File: src/rtl/ebs_pkg.sv
package ebs_pkg;

  typedef enum logic [1:0] {
    LANE_IDLE = 2'd0,
    LANE_ADDR = 2'd1,
    LANE_DATA = 2'd2
  } lane_sel_e;

  // Decide what the shared byte lane carries in a given phase.
  function automatic lane_sel_e lane_pick(input int ph, input logic wr,
                                          input int as_len, input int ds_len);
    if (ph < as_len)               return LANE_ADDR;
    else if (ph == as_len)         return wr ? LANE_DATA : LANE_ADDR;
    else if (ph <= as_len + ds_len) return wr ? LANE_DATA : LANE_IDLE;
    else                           return LANE_IDLE;
  endfunction

  function automatic logic in_span(input int ph, input int lo, input int hi);
    return (ph >= lo) && (ph <= hi);
  endfunction

endpackage

File: src/rtl/ebs_phase_ctr.sv
module ebs_phase_ctr #(
  parameter int N_PH = 6,
  parameter int PH_W = $clog2(N_PH)
) (
  input  logic            clk,
  input  logic            rst_n,
  input  logic            start,
  output logic            active,
  output logic [PH_W-1:0] ph,
  output logic            last
);
  localparam logic [PH_W-1:0] PH_LAST = PH_W'(N_PH - 1);

  assign last = active && (ph == PH_LAST);

  always_ff @(posedge clk or negedge rst_n) begin
    if (!rst_n) begin
      active <= 1'b0;
      ph     <= '0;
    end else if (start) begin
      active <= 1'b1;
      ph     <= '0;
    end else if (active) begin
      if (last) active <= 1'b0;
      else      ph     <= ph + 1'b1;
    end
  end
endmodule

File: src/rtl/ebs_strobe_gen.sv
module ebs_strobe_gen
  import ebs_pkg::*;
#(
  parameter int AS_LEN = 2,
  parameter int DS_LEN = 2,
  parameter int PH_W   = 3
) (
  input  logic            clk,
  input  logic            rst_n,
  input  logic            active,
  input  logic [PH_W-1:0] ph,
  input  logic            last,
  input  logic            wr_q,
  output logic            as_n,
  output logic            ds_n,
  output logic            rw,
  output logic            done
);
  localparam int DS_FIRST = AS_LEN + 1;
  localparam int DS_END   = AS_LEN + DS_LEN;

  logic as_on, ds_on;
  assign as_on = active && in_span(int'(ph), 0, AS_LEN - 1);
  assign ds_on = active && in_span(int'(ph), DS_FIRST, DS_END);

  assign as_n = ~as_on;
  assign ds_n = ~ds_on;
  assign rw   = ~(active && wr_q);
  assign done = last;

  a_r4_strobes_apart: assert property (@(posedge clk) disable iff (!rst_n)
    !(!as_n && !ds_n));

  a_r10_done_single: assert property (@(posedge clk) disable iff (!rst_n)
    done |=> !done);

  a_r5_rw_idle_high: assert property (@(posedge clk) disable iff (!rst_n)
    !active |-> rw);
endmodule

File: src/rtl/ebs_lane_mux.sv
module ebs_lane_mux
  import ebs_pkg::*;
#(
  parameter int ADDR_W = 16,
  parameter int DATA_W = 8,
  parameter int AS_LEN = 2,
  parameter int DS_LEN = 2,
  parameter int PH_W   = 3
) (
  input  logic              clk,
  input  logic              rst_n,
  input  logic              start,
  input  logic              req_write,
  input  logic [ADDR_W-1:0] req_addr,
  input  logic [DATA_W-1:0] req_wdata,
  input  logic              active,
  input  logic [PH_W-1:0]   ph,
  input  logic [DATA_W-1:0] ad_in,
  input  logic              float_bus,
  output logic              wr_q,
  output logic [DATA_W-1:0] ad_out,
  output logic              ad_oe,
  output logic [ADDR_W-DATA_W-1:0] a_hi,
  output logic [DATA_W-1:0] rdata
);
  localparam int HI_W   = ADDR_W - DATA_W;
  localparam int DS_END = AS_LEN + DS_LEN;

  logic [ADDR_W-1:0] addr_q;
  logic [DATA_W-1:0] wdata_q;
  lane_sel_e         sel;
  logic              cap_now;

  always_ff @(posedge clk or negedge rst_n) begin
    if (!rst_n) begin
      addr_q  <= '0;
      wdata_q <= '0;
      wr_q    <= 1'b0;
    end else if (start) begin
      addr_q  <= req_addr;
      wdata_q <= req_wdata;
      wr_q    <= req_write;
    end
  end

  assign sel     = active ? lane_pick(int'(ph), wr_q, AS_LEN, DS_LEN) : LANE_IDLE;
  assign cap_now = active && !wr_q && (int'(ph) == DS_END);

  always_comb begin
    unique case (sel)
      LANE_ADDR: ad_out = addr_q[DATA_W-1:0];
      LANE_DATA: ad_out = wdata_q;
      default:   ad_out = '0;
    endcase
  end

  assign ad_oe = !float_bus && (sel != LANE_IDLE);
  assign a_hi  = addr_q[ADDR_W-1:DATA_W];

  always_ff @(posedge clk or negedge rst_n) begin
    if (!rst_n)       rdata <= '0;
    else if (cap_now) rdata <= ad_in;
  end

  a_r6_read_released: assert property (@(posedge clk) disable iff (!rst_n)
    cap_now |-> !ad_oe);

  if (HI_W < 1) begin : g_bad_width
    initial $error("ADDR_W must exceed DATA_W");
  end
endmodule

File: src/rtl/ext_bus_seq.sv
module ext_bus_seq
  import ebs_pkg::*;
#(
  parameter int ADDR_W = 16,
  parameter int DATA_W = 8,
  parameter int AS_LEN = 2,
  parameter int DS_LEN = 2
) (
  input  logic              clk,
  input  logic              rst_n,
  input  logic              req_valid,
  input  logic              req_ext,
  input  logic              req_fetch,
  input  logic              req_write,
  input  logic [ADDR_W-1:0] req_addr,
  input  logic [DATA_W-1:0] req_wdata,
  output logic              req_ready,
  output logic              done,
  output logic [DATA_W-1:0] rdata,
  input  logic              rom_strap_n,
  input  logic              float_bus,
  output logic              as_n,
  output logic              ds_n,
  output logic              rw,
  output logic              ctl_oe,
  output logic [DATA_W-1:0] ad_out,
  input  logic [DATA_W-1:0] ad_in,
  output logic              ad_oe,
  output logic [ADDR_W-DATA_W-1:0] a_hi
);
  localparam int N_PH = AS_LEN + DS_LEN + 2;
  localparam int PH_W = $clog2(N_PH);

  logic            active, last, start, go_ext, wr_q;
  logic [PH_W-1:0] ph;

  assign go_ext    = req_ext || (req_fetch && !rom_strap_n);
  assign req_ready = !active || last;
  assign start     = req_valid && req_ready && go_ext;
  assign ctl_oe    = !float_bus;

  ebs_phase_ctr #(.N_PH(N_PH), .PH_W(PH_W)) u_ctr (
    .clk(clk), .rst_n(rst_n), .start(start),
    .active(active), .ph(ph), .last(last));

  ebs_strobe_gen #(.AS_LEN(AS_LEN), .DS_LEN(DS_LEN), .PH_W(PH_W)) u_stb (
    .clk(clk), .rst_n(rst_n), .active(active), .ph(ph), .last(last),
    .wr_q(wr_q), .as_n(as_n), .ds_n(ds_n), .rw(rw), .done(done));

  ebs_lane_mux #(.ADDR_W(ADDR_W), .DATA_W(DATA_W), .AS_LEN(AS_LEN),
                 .DS_LEN(DS_LEN), .PH_W(PH_W)) u_lane (
    .clk(clk), .rst_n(rst_n), .start(start), .req_write(req_write),
    .req_addr(req_addr), .req_wdata(req_wdata), .active(active), .ph(ph),
    .ad_in(ad_in), .float_bus(float_bus), .wr_q(wr_q), .ad_out(ad_out),
    .ad_oe(ad_oe), .a_hi(a_hi), .rdata(rdata));

  a_r3_addr_hold: assert property (@(posedge clk) disable iff (!rst_n)
    (!as_n && $past(!as_n)) |-> ($stable(ad_out) && $stable(a_hi)));

  a_r5_wdata_setup: assert property (@(posedge clk) disable iff (!rst_n)
    ($fell(ds_n) && !rw) |-> $stable(ad_out));

  a_r7_float_all: assert property (@(posedge clk) disable iff (!rst_n)
    float_bus |-> (!ctl_oe && !ad_oe));

  a_r8_ignored_quiet: assert property (@(posedge clk) disable iff (!rst_n)
    (req_valid && req_ready && !go_ext && !active) |=> (as_n && !done));
endmodule

File: config.mk
export PLATFORM = sky130hd
export DESIGN_NAME = ext_bus_seq
export DESIGN_NICKNAME = d
export VERILOG_FILES = /design/src/rtl/ebs_pkg.sv /design/src/rtl/ebs_phase_ctr.sv /design/src/rtl/ebs_strobe_gen.sv /design/src/rtl/ebs_lane_mux.sv /design/src/rtl/ext_bus_seq.sv
export SDC_FILE = /design/constraint.sdc
export NUM_CORES = 1
export LEC_CHECK = 0
export BUFFER_PORTS_ARGS = -buffer_cell sky130_fd_sc_hd__buf_2
export CORE_ASPECT_RATIO = 1.25
export CORE_MARGIN = 2
export CORE_UTILIZATION = 40
export CTS_CLUSTER_DIAMETER = 100
export DETAILED_ROUTE_END_ITERATION = 12
export PLACE_DENSITY = 0.66
export SLEW_MARGIN = 0
export SYNTH_ARGS = -nofsm -noshare
export SYNTH_HDL_FRONTEND = slang
export SYNTH_SLANG_ARGS = --single-unit
export TNS_END_PERCENT = 50
File: constraint.sdc
create_clock -name clk -period 2.7 [get_ports clk]
set_clock_uncertainty 0.1 [all_clocks]
set_input_delay 0.54 -clock clk [delete_from_list [all_inputs] [get_ports clk]]
set_output_delay 0.54 -clock clk [all_outputs]
set_load 0.005 [all_outputs]
==> reports/metrics.yaml, run 1 <==
critical_path:
  crit_path_end_kind: "output pin"
  worst-path-max-fanout: 8
  worstPathArrival_ps: 1910
  crit_path_top_delay_cell: "sky130_fd_sc_hd__dfrtp_2"
  worstSetupPathType: "register to output pin"
  crit_path_cell_trace: "inv_1 > ha_1 > nand2_1 > o21ai_2 > nand3_2 > ha_4 > a22oi_1 > nor2_1 > buf_2"
  cp-start-kind: "register"
  worst_ep_required_time_ps: 2060
  critical_path.max_stage_delay_ps: 440
synth:
  mappedNetlistArea_um2: 1891
  synth_seq_area_share_pct: 48.97
  post_synth_main_area_contributors: "sky130_fd_sc_hd__dfrtp_1 (49%), sky130_fd_sc_hd__mux2_4 (16%), sky130_fd_sc_hd__mux2_2 (7.7%), sky130_fd_sc_hd__ha_1 (5.3%), sky130_fd_sc_hd__buf_4 (3.6%)"
  synth_largest_area_cell: "sky130_fd_sc_hd__dfrtp_1"
  yosys_warnings: 0
  synth_top_area_share_pct: 48.97
  synth_area_per_cell_um2: 13.04
  net_count_after_synthesis: 193
  ys_seq_elements: 37
  synth.lib_cells_used.distinct: 25
  syn_inst: 145
layout:
  post_route_cells_drive_above_1_share_pct: 57.69
  seq_area_um2: 927.1
  area_growth_pct: 23.89
  most-common-layout-cells: "sky130_fd_sc_hd__buf_2 (70), sky130_fd_sc_hd__dfrtp_1 (36), sky130_fd_sc_hd__mux2_4 (20), sky130_fd_sc_hd__mux2_2 (13), sky130_fd_sc_hd__nor2_1 (10)"
  antennaDiodeCount: 0
  final_design_area_no_fill_um2: 2342
  final.fill_count: 413
  nNetsFinal: 256
  total_area_of_multi_input_combinational_cells_um2: 858.3
  layout.cells.most_common: "sky130_fd_sc_hd__buf_2"
hold_path:
  worstHoldPathType: "input port to asynchronous set/reset pin"
grt:
  antenna_violations_before_repair: 0
  pin_count_of_the_biggest_net_entering_global_routing: 38
  track_usage_pct: 13.61
  grt_pass1_wl_um: 5457
  number_of_global_route_vias_before_repair: 1241
  grt_ovf: 0
power_and_ir_drop:
  finalPower_mw: 2.829
  peak_supply_drop_uv: 653.2
  total_leakage_power_nw: 1.212
  power_density_nw_per_um2: 1208
clock_network:
  ctsLongestPathBuffers: 2
  cts.clk_slew.worst_paths_ps: 70
  clock-root-buffer: "sky130_fd_sc_hd__clkbuf_8"
  tritoncts: "built"
  htree_levels: 2
  clock_latency_ps: 280
  cts_hold_buffers: 0
  cts_made_buffers: 5
  cts.sink_count: 37
drt:
  post_drt_via_cell_ratio: 4.801
  wl_per_cell_um: 13.00
  postRouteAntennaNets: 0
  detail_route.iter0.violations: 68
  detailedRoute.firstPassIterationCount: 4
  num_vias: 1277
  postRouteWirelength_um: 3458
  drc: 0
sta:
  final.setup.tns_ps: 0
  period_minus_slack_ps: 2552
  max_transition_viols_final: 0
  timing_hold_violations_final: 0
  setup_viol_count_final: 0
  slew_headroom_pct: 27.62
  finalCritPeriodShare_pct: 94.51
  final_worst_hold_slack_ps: 229.3
  worstMarginPinSlew_ps: 1080
  fmaxAchievable_mhz: 391.9
  setup_ws_ps: 148.3
placement:
  preCtsSetupSlack_ps: 303.5
  placed_area_um2: 2183
  half_perimeter_wire_length_of_the_detailed_placement_result_um: 2606
  place.gp.congestion: 0.7870
  portBuffers: 70
floorplanning:
  number_of_rows_created_at_floorplan: 27
  ios: 71
  die_area_um2: 5296
  die_width_um: 65.49
  core-area_um2: 4493
  floorplan.initialDensity_pct: 42.08
  die_h_um: 80.87
run_status:
  run_status: "finished clean"
run:
  maxCapViolCount: 0
## cell families (layout without fill, tap and decap cells)
kind of cell,Yosys count,after routing,share of synthesized area (%)
DFF,37,37,48.97
muxes,33,33,23.63
and+or+nand+nor,26,26,6.288
buffers and inverters,21,84,8.074
AOI/OAI and AO/OA,20,20,7.743
adders and majority gates,8,8,5.295
## cell usage after synthesis
cell,n
sky130_fd_sc_hd__o22ai_1,2
sky130_fd_sc_hd__a21bo_1,1
sky130_fd_sc_hd__nand3_1,1
sky130_fd_sc_hd__mux2_2,13
sky130_fd_sc_hd__o211ai_4,1
sky130_fd_sc_hd__o21a_1,1
sky130_fd_sc_hd__inv_1,6
sky130_fd_sc_hd__buf_6,1
sky130_fd_sc_hd__dfrtp_1,37
sky130_fd_sc_hd__clkbuf_1,2
sky130_fd_sc_hd__nor2b_1,3
sky130_fd_sc_hd__and2_1,1
sky130_fd_sc_hd__o21ai_0,6
sky130_fd_sc_hd__buf_4,9
sky130_fd_sc_hd__nor2_1,10
sky130_fd_sc_hd__and3_1,1
sky130_fd_sc_hd__buf_12,2
sky130_fd_sc_hd__mux2_4,20
sky130_fd_sc_hd__nand4b_1,1
sky130_fd_sc_hd__a22oi_1,8
sky130_fd_sc_hd__a21oi_1,1
sky130_fd_sc_hd__ha_1,8
sky130_fd_sc_hd__nand2b_1,1
sky130_fd_sc_hd__buf_1,1
sky130_fd_sc_hd__nand2_1,8
## final timing paths
path / from / endpoint / slack [ps] / cells past startpoint
setup / recovery: u_ctr.ph[1] / ad_out[2] / 150 / 9
hold / removal: rst_n / u_lane.addr_q[13] / 230 / 1
setup reg to reg: u_ctr.ph[1] / u_lane.addr_q[9] / 570 / 5
hold reg to reg: u_lane.rdata[7] / u_lane.rdata[7] / 400 / 1
max in group asynchronous: rst_n / u_ctr.ph[1] / 1720 / 1
min in group clk: req_addr[7] / u_lane.addr_q[7] / 380 / 2
## timing repair
item                       CTS  global route
buffers inserted             0             1
hold endpoints to repair     0             0
resized for setup            2            11
pin swaps                    0             2
setup endpoints to repair    2             8
## state kept, by name, summed over array words and instances (netlist names)
register,flops
u_lane.addr_q,16
u_lane.rdata,8
u_lane.wdata_q,8
u_ctr.ph,3
u_ctr.active,1
u_lane.wr_q,1
## critical path: cells and delay by family, from the launching register on
family	cells	cell delay [ps]
compound gates	2	270
buf+inv	2	250
simple gates	3	280
flops	1	440
fa+ha+maj	2	400
## per-stage QoR
step	std cells	util, %
after floorplan	145	-
after CTS	265	51.02
final	266	52.13
after detailed placement	258	48.59
after global routing	266	52.13
after global placement	258	48.59
## power by group
part | switching (mW) | internal, mW
combinational | 0.551 | 0.784
clock | 0.184 | 0.268
sequential | 0.199 | 0.843
## area by class of cell
class,count,area share [%]
clock inverter,2,1.496
sequential,37,39.58
clock buffer,5,2.938
timing repair buffer,71,15.28
multi-input combinational,87,36.65
tap,58,3.098
inverter,6,0.9615
## layer usage
| layer | track usage (%) | up-vias | wire (µm) |
|---|---|---|---|
| met5 | 0 | - | 0 |
| li1 | - | 616 | - |
| met2 | 22.24 | 45 | 1659 |
| met1 | 16.19 | 609 | 1524 |
| met3 | 4.017 | 7 | 199 |
| met4 | 7.083 | 0 | 74 |
No activity file was read; power rests on OpenSTA's default activity.
==> run 2: changes to the inputs <==
--- a/config.mk
+++ b/config.mk
@@ -11,7 +11,7 @@
 export CORE_UTILIZATION = 40
 export CTS_CLUSTER_DIAMETER = 100
 export DETAILED_ROUTE_END_ITERATION = 12
-export PLACE_DENSITY = 0.66
+export PLACE_DENSITY = 0.64
 export SLEW_MARGIN = 0
 export SYNTH_ARGS = -nofsm -noshare
 export SYNTH_HDL_FRONTEND = slang
==> reports/metrics.yaml, run 2 (same netlist as run 1, synthesis figures left out) <==
sta:
  finalCritPeriodShare_pct: 95.27
  timing_hold_violations_final: 0
  slew_headroom_pct: 46.49
  final_worst_hold_slack_ps: 234.7
  max_transition_viols_final: 0
  worstMarginPinSlew_ps: 802.6
  fmaxAchievable_mhz: 388.8
  setup_viol_count_final: 0
  period_minus_slack_ps: 2572
critical_path:
  worst_ep_required_time_ps: 2060
  origin_of_the_critical_flop_to_flop_path: "u_ctr.ph[0]"
  reg2reg_slack_ps: 690
  crit_path_end_kind: "output pin"
  timing.reg2reg.worst_path_depth: 6
  timing.rr.end: "u_lane.addr_q[1]"
  worst-path-max-fanout: 8
  worstSetupPathType: "register to output pin"
  cp-start-kind: "register"
  worstPathArrival_ps: 1930
hold_path:
  worstHoldPathType: "input port to asynchronous set/reset pin"
layout:
  post_route_cells_drive_above_1_share_pct: 58.02
  biggestRegsByFlops: "u_lane.addr_q x16, u_lane.rdata x8, u_lane.wdata_q x8"
  regMostFlops: "u_lane.addr_q"
  final_design_area_no_fill_um2: 2406
  area_growth_pct: 27.27
  largest_register_ffs: 16
  layout.cells.most_common: "sky130_fd_sc_hd__buf_2"
  most-common-layout-cells: "sky130_fd_sc_hd__buf_2 (70), sky130_fd_sc_hd__dfrtp_1 (36), sky130_fd_sc_hd__mux2_4 (20), sky130_fd_sc_hd__mux2_2 (13), sky130_fd_sc_hd__nor2_1 (10)"
  final_util_pct: 53.55
  antennaDiodeCount: 0
  nNetsFinal: 259
clock_network:
  cts.clk_slew.worst_paths_ps: 80
  tritoncts: "built"
  cts_made_buffers: 5
  clock_latency_ps: 290
  cts.sink_count: 37
  ctsLongestPathBuffers: 2
  clock-root-buffer: "sky130_fd_sc_hd__clkbuf_8"
  htree_levels: 2
  cts_hold_buffers: 0
run:
  maxCapViolCount: 0
drt:
  detail_route.iter0.violations: 33
  detailedRoute.firstPassIterationCount: 4
  num_vias: 1293
  postRouteWirelength_um: 3613
  wl_per_cell_um: 13.38
  drc: 0
  post_drt_via_cell_ratio: 4.789
  postRouteAntennaNets: 0
floorplanning:
  die_area_um2: 5296
  die_width_um: 65.49
  floorplan.initialDensity_pct: 42.08
  core-area_um2: 4493
  number_of_rows_created_at_floorplan: 27
  die_h_um: 80.87
  ios: 71
run_status:
  run_status: "finished clean"
power_and_ir_drop:
  total_leakage_power_nw: 1.246
  peak_supply_drop_uv: 585.6
  finalPower_mw: 3.000
  power_density_nw_per_um2: 1247
grt:
  track_usage_pct: 14.39
  pin_count_of_the_biggest_net_entering_global_routing: 38
  number_of_global_route_vias_before_repair: 1252
  grt_ovf: 0
  antenna_violations_before_repair: 0
  grt_pass1_wl_um: 5692
placement:
  half_perimeter_wire_length_of_the_detailed_placement_result_um: 2625
  portBuffers: 70
  placed_area_um2: 2203
  place.gp.congestion: 0.8542
[run 2: worst max path at each step]
stage	startpoint	to	slack, ps	cells after the start
CTS	u_ctr.ph[1]	ad_out[2]	2	9
global route	u_ctr.ph[1]	ad_out[1]	-10	9
detailed placement	u_ctr.ph[0]	ad_out[0]	250	9
floorplan	u_ctr.ph[0]	ad_out[0]	490	9
finish	u_ctr.ph[1]	ad_out[2]	130	9
global placement	u_ctr.ph[0]	ad_out[0]	240	9
[run 2: power by group]
part	internal, mW	switching, mW
clock	0.372	0.198
combinational	0.808	0.582
sequential	0.843	0.197
[run 2: metal layers]
metal,GRT usage [%],share of wire (%),vias up
met2,24.49,48,55
met5,0,0,-
met3,4.294,6.8,9
met4,7.083,2.9,0
met1,16.41,42,606
li1,-,-,623
[run 2: metrics by stage]
| stage | setup TNS (ps) | cells | setup WS [ps] |
|---|---|---|---|
| 2_1_floorplan | 0 | 145 | 486.9 |
| 3_3_place_gp | 0 | 259 | 243.5 |
| 3_5_place_dp | 0 | 259 | 251.1 |
| 4_1_cts | 0 | 268 | 2.436 |
| 5_1_grt | -9.711 | 270 | -9.711 |
| 6_report | 0 | 270 | 127.7 |
[run 2: critical path, stage by stage, from the launching register on]
cell,delay [ps]
sky130_fd_sc_hd__dfrtp_2,450
sky130_fd_sc_hd__inv_2,90
sky130_fd_sc_hd__ha_1,160
sky130_fd_sc_hd__nand2_1,90
sky130_fd_sc_hd__o21ai_2,100
sky130_fd_sc_hd__nand3_2,130
sky130_fd_sc_hd__ha_4,220
sky130_fd_sc_hd__a22oi_1,200
sky130_fd_sc_hd__nor2_1,70
sky130_fd_sc_hd__buf_2,130
[run 2: final cells by class]
| cell class | instances | area [µm²] |
|---|---|---|
| fillers | 395 | 2087 |
| multi-input cells | 87 | 853.3 |
| flip-flops and latches | 37 | 927.1 |
| well taps | 58 | 72.57 |
| clock inverters | 3 | 68.82 |
| inverters | 6 | 22.52 |
| repair buffers | 74 | 392.9 |
| clock buffers | 5 | 68.82 |
[run 2: repair_timing]
item,CTS,global route
pin swaps,0,1
hold endpoints to repair,0,0
gates resized for setup,2,10
endpoints found under the setup margin,8,8
buffers inserted,1,2
==> run 3: changes to the inputs <==
--- a/config.mk
+++ b/config.mk
@@ -12,6 +12,7 @@
 export CTS_CLUSTER_DIAMETER = 100
 export DETAILED_ROUTE_END_ITERATION = 12
 export PLACE_DENSITY = 0.64
+export SETUP_SLACK_MARGIN = 0.4
 export SLEW_MARGIN = 0
 export SYNTH_ARGS = -nofsm -noshare
 export SYNTH_HDL_FRONTEND = slang
==> constraint.sdc (replaced) <==
create_clock -name clk -period 2.7 [get_ports clk]
set_clock_uncertainty 0.1 [all_clocks]
set_input_delay 0.27 -clock clk [delete_from_list [all_inputs] [get_ports clk]]
set_output_delay 0.27 -clock clk [all_outputs]
set_load 0.005 [all_outputs]
==> reports/metrics.yaml, run 3 (same netlist as run 1, synthesis figures left out) <==
floorplanning:
  die_width_um: 65.49
  die_h_um: 80.87
  floorplan.initialDensity_pct: 42.08
  core-area_um2: 4493
  number_of_rows_created_at_floorplan: 27
  ios: 71
  die_area_um2: 5296
critical_path:
  worstPathArrival_ps: 1850
  worst_ep_required_time_ps: 2330
  cp-start-kind: "register"
  crit_path_end_kind: "output pin"
  crit_path_start: "u_ctr.ph[1]"
  origin_of_the_critical_flop_to_flop_path: "u_ctr.ph[1]"
  worstSetupPathType: "register to output pin"
  worst-path-max-fanout: 8
power_and_ir_drop:
  peak_supply_drop_uv: 524.7
  power.switching_fraction_pct: 34.19
  total_leakage_power_nw: 1.250
  p_sw_mw: 1.006
  clock_power_share_pct: 13.4
  intPower_mw: 1.935
  part_of_the_power_in_combinational_logic_pct: 51.0
  power.sequential.fraction_pct: 35.5
  power_density_nw_per_um2: 1211
layout:
  area_growth_pct: 28.46
  biggestRegsByFlops: "u_lane.addr_q x16, u_lane.rdata x8, u_lane.wdata_q x8"
  most-common-layout-cells: "sky130_fd_sc_hd__buf_2 (70), sky130_fd_sc_hd__dfrtp_1 (36), sky130_fd_sc_hd__mux2_4 (20), sky130_fd_sc_hd__mux2_2 (13), sky130_fd_sc_hd__nor2_1 (10)"
  layout.cells.most_common: "sky130_fd_sc_hd__buf_2"
  regMostFlops: "u_lane.addr_q"
  final.fill_count: 398
  antennaDiodeCount: 0
  nNetsFinal: 262
  largest_register_ffs: 16
  post_route_cells_drive_above_1_share_pct: 61.86
drt:
  detailedRoute.firstPassIterationCount: 4
  detail_route.iter0.violations: 55
  postRouteWirelength_um: 3584
  drc: 0
  wl_per_cell_um: 13.13
  num_vias: 1301
  postRouteAntennaNets: 0
  post_drt_via_cell_ratio: 4.766
sta:
  period_minus_slack_ps: 2221
  fmaxAchievable_mhz: 450.2
  setup_ws_ps: 479.0
  final_worst_hold_slack_ps: 106.3
  max_transition_viols_final: 0
  setup_viol_count_final: 0
  slew_headroom_pct: 27.34
  final.setup.tns_ps: 0
  worstMarginPinSlew_ps: 1085
  finalCritPeriodShare_pct: 82.26
  setup_repair_after_global_routing_missed_its_margin: "true"
  timing_hold_violations_final: 0
clock_network:
  clock_latency_ps: 290
  cts_made_buffers: 5
  clock-root-buffer: "sky130_fd_sc_hd__clkbuf_8"
  ctsLongestPathBuffers: 2
  cts.sink_count: 37
  htree_levels: 2
  cts.clk_slew.worst_paths_ps: 70
  tritoncts: "built"
grt:
  number_of_global_route_vias_before_repair: 1262
  grt_pass1_wl_um: 5623
  pin_count_of_the_biggest_net_entering_global_routing: 38
  track_usage_pct: 14.14
  grt_ovf: 0
  antenna_violations_before_repair: 0
placement:
  place.gp.congestion: 0.8158
  portBuffers: 70
  half_perimeter_wire_length_of_the_detailed_placement_result_um: 2570
  preCtsSetupSlack_ps: 480.6
run:
  maxCapViolCount: 0
run_status:
  run_status: "finished clean"
hold_path:
  worstHoldPathType: "input port to register"
  timing.hold.worst.start: "req_write"
run 3: cell types whose count changed in the layout (fill, tap and decap cells not counted), sizes merged:
cell	before	now
clkinv	0	2
clkbuf	5	6
dlygate4sd3	0	1
buf	74	76
inv	7	6
bufinv	2	0
run 3: path summary, 6_finish.rpt:
kind / to / cells past startpoint / slack [ps]
max: ad_out[1] / 9 / 480
min: u_lane.wr_q / 2 / 110
max reg2reg: u_lane.addr_q[1] / 6 / 500
min reg2reg: u_lane.rdata[7] / 1 / 400
max in group asynchronous: u_ctr.ph[1] / 2 / 1460
min in group asynchronous: u_ctr.ph[2] / 2 / 500
run 3: what timing repair did:
| action | in CTS | in global routing |
|---|---|---|
| setup endpoints to repair | 8 | 9 |
| gates resized for setup | 11 | 13 |
| setup buffers | 3 | 3 |
| pin swaps | 2 | 4 |
| hold buffers | 1 | 0 |
| endpoints found under the hold margin | 35 | 0 |
run 3: layer usage:
layer  vias to the layer above  track usage [%]  wire length (µm)
met5                         -                0                 0
met4                         0            6.250                24
met1                       624            16.27              1537
met2                        48            23.67              1795
met3                         2            4.986               226
li1                        627                -                 -
run 3: final cells by class:
cell class | instances | area (µm²) | area share (%)
sequential | 37 | 927.1 | 38.18
multi-input combinational | 87 | 902.1 | 37.15
timing repair buffer | 77 | 405.4 | 16.69
clock buffer | 6 | 82.58 | 3.400
tap | 58 | 72.57 | 2.988
inverter | 6 | 25.02 | 1.030
clock inverter | 2 | 13.76 | 0.5667
run 3: power by group through the flow:
stage | logic (mW) | clock network, mW | registers [mW]
after floorplan | 1.00 | 0 | 0.989
after global placement | 1.24 | 0 | 1.03
after CTS | 1.40 | 0.414 | 1.03
after detailed placement | 1.25 | 0 | 1.03
after global routing | 1.66 | 0.444 | 1.08
final | 1.50 | 0.395 | 1.05
run 3: critical path, stage by stage (launching register included):
cell and delay, ps:
sky130_fd_sc_hd__dfrtp_2 440, sky130_fd_sc_hd__inv_4 100, sky130_fd_sc_hd__ha_4 160, sky130_fd_sc_hd__nand2_4 60, sky130_fd_sc_hd__o21ai_4 90, sky130_fd_sc_hd__nand3_2 130, sky130_fd_sc_hd__ha_4 220, sky130_fd_sc_hd__a22oi_2 180
sky130_fd_sc_hd__nor2_1 60, sky130_fd_sc_hd__buf_2 130
run 3: per-stage QoR:
step                      power [mW]  utilization, %  area (µm²)  cells
after floorplan                1.990               -        1891    145
after global placement         2.268           48.59        2183    258
after detailed placement       2.288           48.59        2183    258
after CTS                      2.837           52.52        2360    270
after global routing           3.190           54.05        2429    273
final                          2.941           54.05        2429    273
